`src/rtl/rtc_pkg.sv`:
```
`timescale 1ns/1ps
package rtc_pkg;

    typedef struct packed {
        logic [7:0] year;
        logic [7:0] mon;
        logic [7:0] date;
        logic [7:0] dow;
        logic [7:0] hour;
        logic [7:0] min;
        logic [7:0] sec;
    } rtc_time_t;

    typedef enum logic [1:0] {ST_RUN, ST_UIP, ST_STEP, ST_HOLD} seq_state_t;

    localparam logic [3:0] A_SEC  = 4'd0;
    localparam logic [3:0] A_MIN  = 4'd2;
    localparam logic [3:0] A_HOUR = 4'd4;
    localparam logic [3:0] A_DOW  = 4'd6;
    localparam logic [3:0] A_DATE = 4'd7;
    localparam logic [3:0] A_MON  = 4'd8;
    localparam logic [3:0] A_YEAR = 4'd9;
    localparam logic [3:0] A_STAT = 4'd10;
    localparam logic [3:0] A_CTRL = 4'd11;

    function automatic logic [7:0] to_bcd(input logic [7:0] v);
        logic [7:0] t;
        t = v % 8'd100;
        return {4'(t / 8'd10), 4'(t % 8'd10)};
    endfunction

    function automatic logic [7:0] from_bcd(input logic [7:0] b);
        return ({4'd0, b[7:4]} * 8'd10) + {4'd0, b[3:0]};
    endfunction

    function automatic logic [7:0] enc_val(input logic bin, input logic [7:0] v);
        return bin ? v : to_bcd(v);
    endfunction

    function automatic logic [7:0] dec_val(input logic bin, input logic [7:0] b);
        return bin ? b : from_bcd(b);
    endfunction

    function automatic logic [7:0] enc_hour(input logic bin, input logic h24,
                                            input logic [7:0] h);
        logic [7:0] h12;
        logic [7:0] e;
        if (h24) return enc_val(bin, h);
        h12 = (h == 8'd0) ? 8'd12 : ((h > 8'd12) ? 8'(h - 8'd12) : h);
        e   = enc_val(bin, h12);
        return {(h >= 8'd12), e[6:0]};
    endfunction

    function automatic logic [7:0] dec_hour(input logic bin, input logic h24,
                                            input logic [7:0] b);
        logic [7:0] v;
        if (h24) return dec_val(bin, b);
        v = dec_val(bin, {1'b0, b[6:0]});
        v = (v == 8'd12) ? 8'd0 : v;
        return b[7] ? 8'(v + 8'd12) : v;
    endfunction

    function automatic logic [7:0] month_len(input logic [7:0] mon, input logic [7:0] year);
        if (mon == 8'd2)
            return (year[1:0] == 2'b00) ? 8'd29 : 8'd28;
        if (mon == 8'd4 || mon == 8'd6 || mon == 8'd9 || mon == 8'd11)
            return 8'd30;
        return 8'd31;
    endfunction

endpackage

```
`src/rtl/rtc_sec_seq.sv`:
```
`timescale 1ns/1ps
module rtc_sec_seq
    import rtc_pkg::*;
#(
    parameter int TICKS_PER_SEC = 16,
    parameter int UIP_LEAD      = 2
) (
    input  logic clk,
    input  logic rst_n,
    input  logic ref_tick,
    input  logic hold_q,
    input  logic hold_n,
    output logic uip,
    output logic step
);
    localparam int CW = (TICKS_PER_SEC > 2) ? $clog2(TICKS_PER_SEC) : 1;
    localparam logic [CW-1:0] CNT_LAST = CW'(TICKS_PER_SEC - 1);
    localparam logic [CW-1:0] UIP_AT   = CW'(TICKS_PER_SEC - UIP_LEAD - 1);

    seq_state_t state_q, state_n;
    logic [CW-1:0] cnt_q;
    logic uip_start, sec_tick;

    assign uip_start = ref_tick && (cnt_q == UIP_AT);
    assign sec_tick  = ref_tick && (cnt_q == CNT_LAST);

    always_ff @(posedge clk) begin
        if (!rst_n)                cnt_q <= '0;
        else if (hold_q || hold_n) cnt_q <= '0;
        else if (ref_tick)         cnt_q <= (cnt_q == CNT_LAST) ? '0 : cnt_q + 1'b1;
    end

    always_ff @(posedge clk) begin
        if (!rst_n) state_q <= ST_RUN;
        else        state_q <= state_n;
    end

    always_comb begin
        state_n = state_q;
        if (hold_n) begin
            state_n = ST_HOLD;
        end else begin
            unique case (state_q)
                ST_RUN:  if (uip_start) state_n = ST_UIP;
                ST_UIP:  if (sec_tick)  state_n = ST_STEP;
                ST_STEP: state_n = ST_RUN;
                ST_HOLD: state_n = ST_RUN;
            endcase
        end
    end

    always_comb begin
        uip  = (state_q == ST_UIP) || (state_q == ST_STEP);
        step = (state_q == ST_STEP);
    end
endmodule

```
`src/rtl/rtc_calc_next.sv`:
```
`timescale 1ns/1ps
module rtc_calc_next
    import rtc_pkg::*;
(
    input  rtc_time_t cur,
    input  logic      dst_en,
    input  logic      fall_done,
    output rtc_time_t nxt,
    output logic      fall_set,
    output logic      fall_clr
);
    logic at_0159;

    always_comb begin
        nxt      = cur;
        fall_set = 1'b0;
        fall_clr = (cur.hour != 8'd1);
        if (cur.sec >= 8'd59) begin
            nxt.sec = 8'd0;
            if (cur.min >= 8'd59) begin
                nxt.min = 8'd0;
                if (cur.hour >= 8'd23) begin
                    nxt.hour = 8'd0;
                    nxt.dow  = (cur.dow >= 8'd7) ? 8'd1 : cur.dow + 8'd1;
                    if (cur.date >= month_len(cur.mon, cur.year)) begin
                        nxt.date = 8'd1;
                        if (cur.mon >= 8'd12) begin
                            nxt.mon  = 8'd1;
                            nxt.year = (cur.year >= 8'd99) ? 8'd0 : cur.year + 8'd1;
                        end else begin
                            nxt.mon = cur.mon + 8'd1;
                        end
                    end else begin
                        nxt.date = cur.date + 8'd1;
                    end
                end else begin
                    nxt.hour = cur.hour + 8'd1;
                end
            end else begin
                nxt.min = cur.min + 8'd1;
            end
        end else begin
            nxt.sec = cur.sec + 8'd1;
        end

        at_0159 = dst_en && (cur.dow == 8'd1) && (cur.hour == 8'd1) &&
                  (cur.min == 8'd59) && (cur.sec == 8'd59);
        if (at_0159 && cur.mon == 8'd4 && cur.date >= 8'd24)
            nxt.hour = 8'd3;
        if (at_0159 && cur.mon == 8'd10 && cur.date >= 8'd25 && !fall_done) begin
            nxt.hour = 8'd1;
            fall_set = 1'b1;
        end
    end
endmodule

```
`src/rtl/rtc_time_core.sv`:
```
`timescale 1ns/1ps
module rtc_time_core
    import rtc_pkg::*;
#(
    parameter int TICKS_PER_SEC = 16,
    parameter int UIP_LEAD      = 2
) (
    input  logic       clk,
    input  logic       rst_n,
    input  logic       ref_tick,
    input  logic       wr_en,
    input  logic [3:0] addr,
    input  logic [7:0] wdata,
    output logic [7:0] rdata,
    output logic       uip,
    output logic       upd_pulse
);
    rtc_time_t time_q, time_nxt;
    logic hold_q, bin_q, h24_q, dst_q, uie_q, fall_q, ended_q;
    logic wr_ctrl, hold_n, step, do_step, fall_set, fall_clr;
    logic [7:0] wval;

    assign wr_ctrl = wr_en && (addr == A_CTRL);
    assign hold_n  = wr_ctrl ? wdata[0] : hold_q;
    assign do_step = step && !(wr_ctrl && wdata[0]);
    assign wval    = dec_val(bin_q, wdata);

    rtc_sec_seq #(.TICKS_PER_SEC(TICKS_PER_SEC), .UIP_LEAD(UIP_LEAD)) u_seq (
        .clk(clk), .rst_n(rst_n), .ref_tick(ref_tick),
        .hold_q(hold_q), .hold_n(hold_n), .uip(uip), .step(step)
    );

    rtc_calc_next u_next (
        .cur(time_q), .dst_en(dst_q), .fall_done(fall_q),
        .nxt(time_nxt), .fall_set(fall_set), .fall_clr(fall_clr)
    );

    always_ff @(posedge clk) begin
        if (!rst_n) begin
            time_q <= '{year: 8'd0, mon: 8'd1, date: 8'd1, dow: 8'd1,
                        hour: 8'd0, min: 8'd0, sec: 8'd0};
        end else if (hold_q && wr_en) begin
            case (addr)
                A_SEC:  time_q.sec  <= wval;
                A_MIN:  time_q.min  <= wval;
                A_HOUR: time_q.hour <= dec_hour(bin_q, h24_q, wdata);
                A_DOW:  time_q.dow  <= wval;
                A_DATE: time_q.date <= wval;
                A_MON:  time_q.mon  <= wval;
                A_YEAR: time_q.year <= wval;
                default: ;
            endcase
        end else if (do_step) begin
            time_q <= time_nxt;
        end
    end

    always_ff @(posedge clk) begin
        if (!rst_n) begin
            hold_q <= 1'b0; bin_q <= 1'b0; h24_q <= 1'b1; dst_q <= 1'b0; uie_q <= 1'b0;
        end else if (wr_ctrl) begin
            hold_q <= wdata[0];
            bin_q  <= wdata[1];
            h24_q  <= wdata[2];
            dst_q  <= wdata[3];
            uie_q  <= wdata[4] & ~wdata[0];
        end
    end

    always_ff @(posedge clk) begin
        if (!rst_n) begin
            fall_q  <= 1'b0;
            ended_q <= 1'b0;
        end else begin
            ended_q <= do_step;
            if (do_step) begin
                if (fall_set)      fall_q <= 1'b1;
                else if (fall_clr) fall_q <= 1'b0;
            end
        end
    end

    assign upd_pulse = ended_q & uie_q;

    always_comb begin
        case (addr)
            A_SEC:   rdata = enc_val(bin_q, time_q.sec);
            A_MIN:   rdata = enc_val(bin_q, time_q.min);
            A_HOUR:  rdata = enc_hour(bin_q, h24_q, time_q.hour);
            A_DOW:   rdata = enc_val(bin_q, time_q.dow);
            A_DATE:  rdata = enc_val(bin_q, time_q.date);
            A_MON:   rdata = enc_val(bin_q, time_q.mon);
            A_YEAR:  rdata = enc_val(bin_q, time_q.year);
            A_STAT:  rdata = {uip, 7'd0};
            A_CTRL:  rdata = {3'd0, uie_q, dst_q, h24_q, bin_q, hold_q};
            default: rdata = 8'd0;
        endcase
    end
endmodule

```
`config.mk`:
```
export PLATFORM = sky130hd
export DESIGN_NAME = rtc_time_core
export DESIGN_NICKNAME = d
export VERILOG_FILES = /design/src/rtl/rtc_pkg.sv /design/src/rtl/rtc_sec_seq.sv /design/src/rtl/rtc_calc_next.sv /design/src/rtl/rtc_time_core.sv
export SDC_FILE = /design/constraint.sdc
export NUM_CORES = 1
export LEC_CHECK = 0
export BUFFER_PORTS_ARGS = -buffer_cell sky130_fd_sc_hd__buf_4
export CORE_ASPECT_RATIO = 2
export CORE_MARGIN = 10
export CORE_UTILIZATION = 50
export DETAILED_ROUTE_END_ITERATION = 8
export PLACE_DENSITY = 0.73
export SLEW_MARGIN = 20
export SYNTH_ARGS = -nofsm -noshare
export SYNTH_HDL_FRONTEND = slang
export SYNTH_HIERARCHICAL = 1
export SYNTH_SLANG_ARGS = --single-unit
```
`constraint.sdc`:
```
create_clock -name clk -period 4.75 [get_ports clk]
set_input_delay 0 -clock clk [delete_from_list [all_inputs] [get_ports clk]]
set_output_delay 0 -clock clk [all_outputs]
set_load 0.05 [all_outputs]
```
After elaboration in Yosys (flattened, before gate mapping). Cells that the tools add are included.

Flip-flop bits (word level): 69. Input bits: 16. Output and inout port bits: 10.

$add $sub $neg: 12. Multipliers: 2. Divide/modulo/power cells: 24. Order comparisons: 11. Equality and inequality tests: 34. Muxes and demuxes: 72. Bitwise logic cells: 4. Reduce and logical (&&, ||, !) cells: 46.

Operators with widths (count): $mux 8 (41); $mux 56 (2); $pmux 8 s9 (1); $div 8x4->8 const B (8); $mod 8x4->8 const B (8); $mod 8x7->8 const B (8); $add 8x1->8 const B (7); $mux 48 (1); $mux 40 (1); $eq 8x4->1 const B (4); $mux 32 (1); $eq 4x4->1 const B (6); $ge 8x5->1 const B (3); $mux 1 (18); $eq 8x1->1 const B (2); $eq 8x3->1 const B (2); $eq 8x6->1 const B (2); $ge 8x4->1 const B (2); $ge 8x6->1 const B (2); $mux 16 (1); $logic_and 1x1->1 (15); $ne 2x1->1 const B (7); $reduce_bool 2->1 (7); $eq 4x3->1 const B (3); other kinds (36) (53).

Logic depth before layout (Yosys ltp). Gate-level depths: netlist of the first run.

Word-level depth: 23. Depth in mapped cells: 16. Depth with buffers taken out: 15.

By module. Netlist of the first run, hierarchy kept.

Modules (own cells, without submodules): rtc_time_core (instances 1, cells an instance 1520, area each 9868.2 um2); rtc_calc_next (instances 1, cells an instance 246, area each 1537.7 um2); rtc_sec_seq (instances 1, cells an instance 44, area each 390.4 um2).

Worst setup path before layout of the first run. No wires, ideal clock.

Kind: register to output. Start: register time_q[18] (netlist bit). End: output port rdata[3]. Data arrival time: 4.126 ns. Path slack: 0.624 ns. Stages on the path, launching flop included: 16. Path through: dfxtp_1 -> clkbuf_1 -> inv_1 -> ha_1 -> and4bb_2 -> mux2i_1 -> o311a_1 -> or2_2 -> clkbuf_1 -> a211oi_1 -> a31o_2 -> a211oi_1 -> ha_1 -> or4_1 -> a31o_1 -> o2111ai_1.

Longest elaborated chain between the ends: 8. Elaborated cells on any way between the ends: 14. Those cells by class: add/sub (1); div (4); order compare (1); mux (7); reduce/logical (1).

Ends and longest elaborated chain: start: declaration (RTL line rtc_time_core.sv:18) `rtc_time_t time_q, time_nxt;`; start signal: assignment (RTL line rtc_time_core.sv:40) `time_q <= '{year: 8'd0, mon: 8'd1, date: 8'd1, dow: 8'd1,`; start signal: assignment (RTL line rtc_time_core.sv:54) `time_q <= time_nxt;`; $sub 8x4->8 or $gt 8x4->1 (tied branches) (RTL line rtc_pkg.sv:49) `h12 = (h == 8'd0) ? 8'd12 : ((h > 8'd12) ? 8'(h - 8'd12) : h);`; $mux 8 (2 in series) (RTL line rtc_pkg.sv:49); $mod 8x7->8 (RTL line rtc_pkg.sv:28) `t = v % 8'd100;`; $mod 8x4->8 (RTL line rtc_pkg.sv:29) `return {4'(t / 8'd10), 4'(t % 8'd10)};`; $mux 7 (RTL line rtc_pkg.sv:37) `return bin ? v : to_bcd(v);`; $mux 8 (*) (RTL line rtc_pkg.sv:49); $pmux 8 s9 (*) (RTL line rtc_time_core.sv:86) `case (addr)`; end: declaration (RTL line rtc_time_core.sv:14) `output logic [7:0] rdata,`.

Mark *: on every way between the ends. The rest lies on a longest branch, timed or not. The select of a mux whose other input is x is not followed.

Final worst setup path of the first run.
Start: register time_q[19] (netlist bit). End: output port rdata[3].

Same word-level chain as after synthesis.

==> impl_metrics.yaml, run 1 <==
synth:
  synth_cell_types: 103
  synth.avg_cell_area_sq_um: 6.517
  ys_async_sr_fraction_pct: 0
  ys_dominant_reg_cell: "dfxtp_1"
  syn_inst: 1810
  yosysSeqAreaShare_pct: 11.71
  synth_edf_count: 0
  synthesis.area_sq_mm: 0.01180
  ys_ff_latch: 69
  yosys_warnings: 6
cts:
  clkLatencyLatePin_ns: 0.35
  clk_pin_slew_worst_paths_ns: 0.06
  cts_max_path_buffers: 2
  clkSinkCount: 69
  cts_root_buf: "clkbuf_16"
  htree_levels: 3
  cts_tree: "yes"
  post_cts_buffers: 0
  numCtsBuffers: 9
sta:
  final-hold-violation-count: 0
  relSlewSlack_pct: 21.28
  fin_ws_ns: 0.1706
  min_period_ns: 4.579
  drv_slew: 0
  setup-violations-final: 0
  hold_ws_ns: 0.02540
  rsz0062_at_grt: "no"
  fmax_ghz: 0.2184
  tightest_slew_ns: 1.172
  skew_ns: 0.01380
  setup_tns_ns: 0
  fin_crit_sh_pct: 96.41
hold_path:
  hold_class: "primary input to register"
  holdCritStartpoint: "rst_n"
global_route:
  grt-ovfl-total: 0
  track_usage_pct: 28.58
  antenna_found_initial: 0
  grt_pass1_vias: 13590
  grt_max_degree: 39
  grt_pass1_wl_mm: 71.64
setup_path:
  slowest_stage: "or4_1"
  setup.worst_path.start_class: "register"
  slowest_delay_ns: 0.53
  r2r-start: "time_q[47]"
  critPathTopFamily: "compound AO/OA/AOI/OAI gates"
  crit_path_cell_trace: "buf_4 -> ha_1 -> or3b_1 -> a211oi_1 -> buf_4 -> o31ai_1 -> a311oi_1 -> nor2_1 -> nor4_1 -> a211oi_1 -> ha_1 -> or4_1 -> a31o_1 -> o2111ai_1 -> buf_4"
  crit_top_cell: "buf_4"
  end_kind: "primary output"
  crit_path_start: "time_q[19]"
  required_ns: 4.75
  path_class: "register to primary output"
  crit_buf_inv: 3
  worst-path-max-fanout: 12
  critical_path_arrival_ns: 4.58
status:
  status: "finished clean"
drt:
  routed_via_density: 7.172
  num_vias: 14550
  antenna_left: 0
  drt-pass1-iter-count: 8
  drtIter0Drc: 1725
  wl_per_cell_microns: 22.51
  drc: 0
  drt-total-wl_mm: 45.68
pwr:
  p_per_area_mw_per_mm2: 522.8
  p_leak_uw: 0.004397
  peakVddDrop_mv: 0.3227
die:
  die_area_sq_mm: 0.03051
  die_w_microns: 128.6
  die_y_microns: 237.2
  start_util_pct: 50.78
  num_io_pins: 26
  num_rows: 79
  core_area_sq_mm: 0.02323
placement:
  dp_hpwl_mm: 33.18
  dp_slack_ns: 0.5173
  place_inst: 2008
  place.gp.congestion: 1.066
  portBuffers: 25
final_layout:
  final_cell_count_no_fill: 2029
  final_core_util_pct: 53.64
  nFillCells: 2261
  drive_gt1_share_pct: 8.018
  syn_to_final_growth_pct: 5.621
  fin_nets: 1804
  num_antenna_cells: 0
flow_run:
  drv_cap: 0
through the flow:
| stage | power [uW] | area (sq um) |
|---|---|---|
| 6_report | 6514 | 12460 |
| 5_1_grt | 6954 | 12460 |
| 3_3_place_gp | 5464 | 12080 |
| 4_1_cts | 6320 | 12450 |
| 2_1_floorplan | 4410 | 11800 |
| 3_5_place_dp | 5555 | 12080 |
path summary, 6_finish.rpt:
| kind | endpoint | slack (ns) | depth (start not counted) |
|---|---|---|---|
| min | time_q[32] | 0.03 | 2 |
| min reg2reg | fall_q | 0.53 | 2 |
| max reg2reg | time_q[42] | 0.70 | 13 |
| max | rdata[3] | 0.17 | 15 |
cell families (layout without fill, tap and decap cells):
family / after synthesis / in the layout / synth area share, %
compound gates: 678 / 678 / 38.66
other cells: 1 / 2 / 0.03179
fa+ha+maj: 48 / 48 / 5.197
flops: 69 / 69 / 11.71
buf+inv: 211 / 146 / 7.000
xor+xnor: 42 / 42 / 3.118
simple gates: 727 / 727 / 31.29
mux: 34 / 34 / 2.991
where the power goes:
group / leakage [uW] / internal [uW] / switching [uW]
Clock: 0.000152 / 475 / 283
Combinational: 0.00368 / 1730 / 2980
Sequential: 0.000562 / 687 / 358
Total: 0.00440 / 2890 / 3620
metal layers:
layer / global-route usage, % / wire, microns / up-vias
met5: 0 / 0 / -
met4: 24.30 / 4224 / 0
met3: 6.398 / 4231 / 276
met2: 48.51 / 22100 / 835
met1: 28.63 / 15130 / 6727
li1: - / - / 6715
cell usage in the layout, fill, tap and decap left out, drive strengths merged, types with 16 or more instances in the layout:
master	instances
a211oi	45
a21oi	163
a22oi	17
a31oi	38
and2	30
and3	22
buf	73
dfxtp	69
ha	45
inv	52
mux2i	24
nand2	163
nand2b	31
nand3	54
nand4	20
nor2	201
nor2b	35
nor3	55
nor4	20
o211ai	34
o21ai	147
o22ai	16
o31ai	21
or3	18
xnor2	27
state kept, by name (all words and copies together), names as in the netlist:
signal and flops:
bin_q 1, dst_q 1, ended_q 1, fall_q 1, h24_q 1, hold_q 1, time_q 56, u_seq/cnt_q 4
u_seq/state_q 2, uie_q 1
cell type report:
cell class | count | area (sq um) | share of cell area [%]
Clock inverter | 5 | 83.83 | 0.6728
Timing Repair Buffer | 78 | 598.1 | 4.800
Inverter | 52 | 195.2 | 1.567
Tap cell | 283 | 354.1 | 2.842
Multi-Input combinational cell | 1531 | 9602 | 77.06
Sequential cell | 69 | 1384 | 11.11
Clock buffer | 11 | 242.7 | 1.948
synth_stat cells, types with 11 or more instances:
master / number / share of area (%)
nor2_1: 201 / 6.4
nand2_1: 163 / 5.2
a21oi_1: 161 / 6.8
o21ai_0: 140 / 5.9
clkbuf_1: 136 / 4.3
dfxtp_1: 69 / 12
nand3_1: 54 / 2.3
nor3_1: 53 / 2.2
inv_1: 52 / 1.7
ha_1: 45 / 4.8
a211oi_1: 44 / 2.8
a31oi_1: 38 / 2.0
nor2b_1: 35 / 1.9
o211ai_1: 34 / 2.2
nand2b_1: 31 / 1.6
and2_1: 29 / 1.5
xnor2_1: 27 / 2.0
mux2i_1: 24 / 2.0
and3_1: 21 / 1.1
o31ai_1: 21 / 1.3
nor4_1: 20 / 1.1
nand4_1: 19 / 1.0
or3_1: 17 / 0.90
a22oi_1: 16 / 1.0
o22ai_1: 16 / 0.85
a221oi_1: 15 / 1.1
nor3b_1: 15 / 0.95
xor2_1: 15 / 1.1
a211o_1: 13 / 0.97
a21o_1: 13 / 0.83
o32ai_1: 13 / 0.97
o311ai_0: 12 / 0.89
a22o_1: 11 / 0.82
repair_timing:
item,4_1_cts,5_1_grt
gates resized for setup,0,2
setup endpoints to repair,0,2
endpoints found under the hold margin,4,0
hold buffers,5,0
(Power assumes the default switching activity.)
==> run 2: changes to the inputs <==
--- a/config.mk
+++ b/config.mk
@@ -6,11 +6,14 @@
 export NUM_CORES = 1
 export LEC_CHECK = 0
 export BUFFER_PORTS_ARGS = -buffer_cell sky130_fd_sc_hd__buf_4
+export CELL_PAD_IN_SITES_DETAIL_PLACEMENT = 0
+export CELL_PAD_IN_SITES_GLOBAL_PLACEMENT = 1
 export CORE_ASPECT_RATIO = 2
 export CORE_MARGIN = 10
-export CORE_UTILIZATION = 50
+export CORE_UTILIZATION = 47
 export DETAILED_ROUTE_END_ITERATION = 8
-export PLACE_DENSITY = 0.73
+export HOLD_SLACK_MARGIN = 0.15
+export PLACE_DENSITY = 0.9
 export SLEW_MARGIN = 20
 export SYNTH_ARGS = -nofsm -noshare
 export SYNTH_HDL_FRONTEND = slang
==> run 2 against run 1 <==
Against the previous run: core utilization fell by 3.1 points; clock skew down 0.00092 ns; total power shrank 1.0%; register-to-register slack gained 0.28 ns; critical endpoint is now rdata[4]; largest cell class unchanged.
==> impl_metrics.yaml, run 2 (same netlist as run 1, synthesis figures left out) <==
sta:
  relSlewSlack_pct: 24.55
  drv_slew: 0
  setup-violations-final: 0
  setup_tns_ns: 0
  hold_ws_ns: 0.2855
  fin_crit_sh_pct: 93.87
  final-hold-violation-count: 0
  fmax_ghz: 0.2243
  skew_ns: 0.01288
  tightest_slew_ns: 1.130
  rsz0062_at_grt: "no"
  min_period_ns: 4.459
final_layout:
  largest_register_ffs: 56
  top_register: "time_q"
  drive_gt1_share_pct: 8.362
  final_cell_mix: "201 x nor2_1, 163 x nand2_1, 161 x a21oi_1"
  top_regs: "time_q x56, u_seq/cnt_q x4, u_seq/state_q x2"
  design_area_sq_mm: 0.01259
  num_antenna_cells: 0
  syn_to_final_growth_pct: 6.756
  mostFrequentLayoutCell: "nor2_1"
  final_cell_count_no_fill: 2094
  fin_nets: 1816
setup_path:
  slowest_delay_ns: 0.63
  crit_buf_inv: 1
  r2r-start: "time_q[44]"
  crit_path_cell_trace: "or4b_1 -> a211o_1 -> o21ai_0 -> o32ai_1 -> or3_1 -> or3_4 -> a211oi_2 -> nor3_1 -> or4_1 -> buf_4"
  r2r_slack_ns: 0.98
  required_ns: 4.75
  crit_cells: 10
  path_class: "register to primary output"
  end_kind: "primary output"
  slowest_stage: "or4b_1"
  critical_path_arrival_ns: 4.46
  endpoint: "rdata[4]"
  crit_path_start: "time_q[3]"
  worst-path-max-fanout: 11
  setup.worst_path.start_class: "register"
  rr_worst_depth: 12
  r2r_end: "time_q[35]"
  critPathTopFamily: "simple AND/OR/NAND/NOR gates"
die:
  num_rows: 82
  core_area_sq_mm: 0.02493
  num_io_pins: 26
  start_util_pct: 47.32
  die_y_microns: 244.0
  die_w_microns: 132.0
  die_area_sq_mm: 0.03222
placement:
  portBuffers: 25
  dp_hpwl_mm: 34.27
  postPlaceCellArea_sq_mm: 0.01219
  place_inst: 2066
  place.gp.congestion: 1.014
drt:
  drt-pass1-iter-count: 8
  drt-total-wl_mm: 46.65
  drc: 0
  routed_via_density: 6.971
  antenna_left: 0
  drtIter0Drc: 1472
  wl_per_cell_microns: 22.28
  num_vias: 14600
flow_run:
  drv_cap: 0
pwr:
  finalPower_uw: 6447
  p_per_area_mw_per_mm2: 512.0
  switching_share_pct: 56.80
  p_sw_uw: 3662
  peakVddDrop_mv: 0.2319
  power.share.clock_pct: 10.6
  combPwrFrac_pct: 73.3
  p_leak_uw: 0.004436
  internal-power_uw: 2785
  seq_power_share_pct: 16.2
global_route:
  grt_pass1_wl_mm: 72.82
  track_usage_pct: 27.37
  antenna_found_initial: 0
  grt-ovfl-total: 0
  grt_max_degree: 44
  grt_pass1_vias: 13610
cts:
  htree_levels: 3
  cts_root_buf: "clkbuf_16"
  clkSinkCount: 69
  clk_pin_slew_worst_paths_ns: 0.06
  clkLatencyLatePin_ns: 0.37
  cts_tree: "yes"
  numCtsBuffers: 9
  post_cts_buffers: 0
  cts_max_path_buffers: 2
hold_path:
  holdCritStartpoint: "wdata[7]"
  hold_class: "primary input to register"
  hold_depth: 5
status:
  status: "finished clean"
run 2: worst min path at each step:
stage / endpoint / slack, ns
after floorplan: time_q[18] / 0.14
after global placement: u_seq/cnt_q[1] / 0.25
after detailed placement: u_seq/cnt_q[1] / 0.26
after CTS: time_q[18] / 0.26
after global routing: time_q[18] / 0.32
final: time_q[18] / 0.29
run 2: cell type report:
cell class | instances | area, sq um
fill | 2575 | 12340
multi-input combinational | 1531 | 9612
sequential | 69 | 1384
timing repair buffer | 90 | 705.7
tap | 336 | 420.4
clock buffer | 10 | 229.0
inverter | 52 | 195.2
clock inverter | 6 | 47.55
run 2: worst reg2reg max path, cell delays in order (launching register included):
cell,delay (ns)
dfxtp_1,0.65
or4_4,0.69
a31oi_1,0.16
nand3_1,0.10
ha_1,0.27
nand2b_1,0.14
a21oi_1,0.18
o21ai_0,0.29
buf_4,0.30
or4_1,0.50
o21ai_0,0.13
o211ai_1,0.14
a21oi_1,0.17
run 2: layer usage:
metal	up-vias	share of wire [%]	track usage [%]
met3	215	6.6	3.984
met1	6861	35	27.16
met4	0	8.8	23.31
met5	-	0	0
met2	801	50	49.02
li1	6721	-	-
run 2: stage by stage:
stage | setup slack (ns) | utilization, %
final | 0.2911 | 50.51
after global routing | 0.01588 | 50.51
after CTS | 0.1676 | 50.48
after detailed placement | 0.5655 | 48.89
after global placement | 0.6252 | 48.89
after floorplan | 0.6239 | -
run 2: power groups by stage:
stage,Combinational [uW],Clock [uW],Sequential (uW)
3_3_place_gp,4480,0,1030
6_report,4720,681,1040
5_1_grt,5100,703,1070
2_1_floorplan,3590,0,821
4_1_cts,4590,683,1030
3_5_place_dp,4560,0,1040
run 2: repair_timing:
action	in CTS	in global routing
hold buffers	12	0
setup endpoints to repair	0	1
endpoints found under the hold margin	33	0
resized for setup	0	2
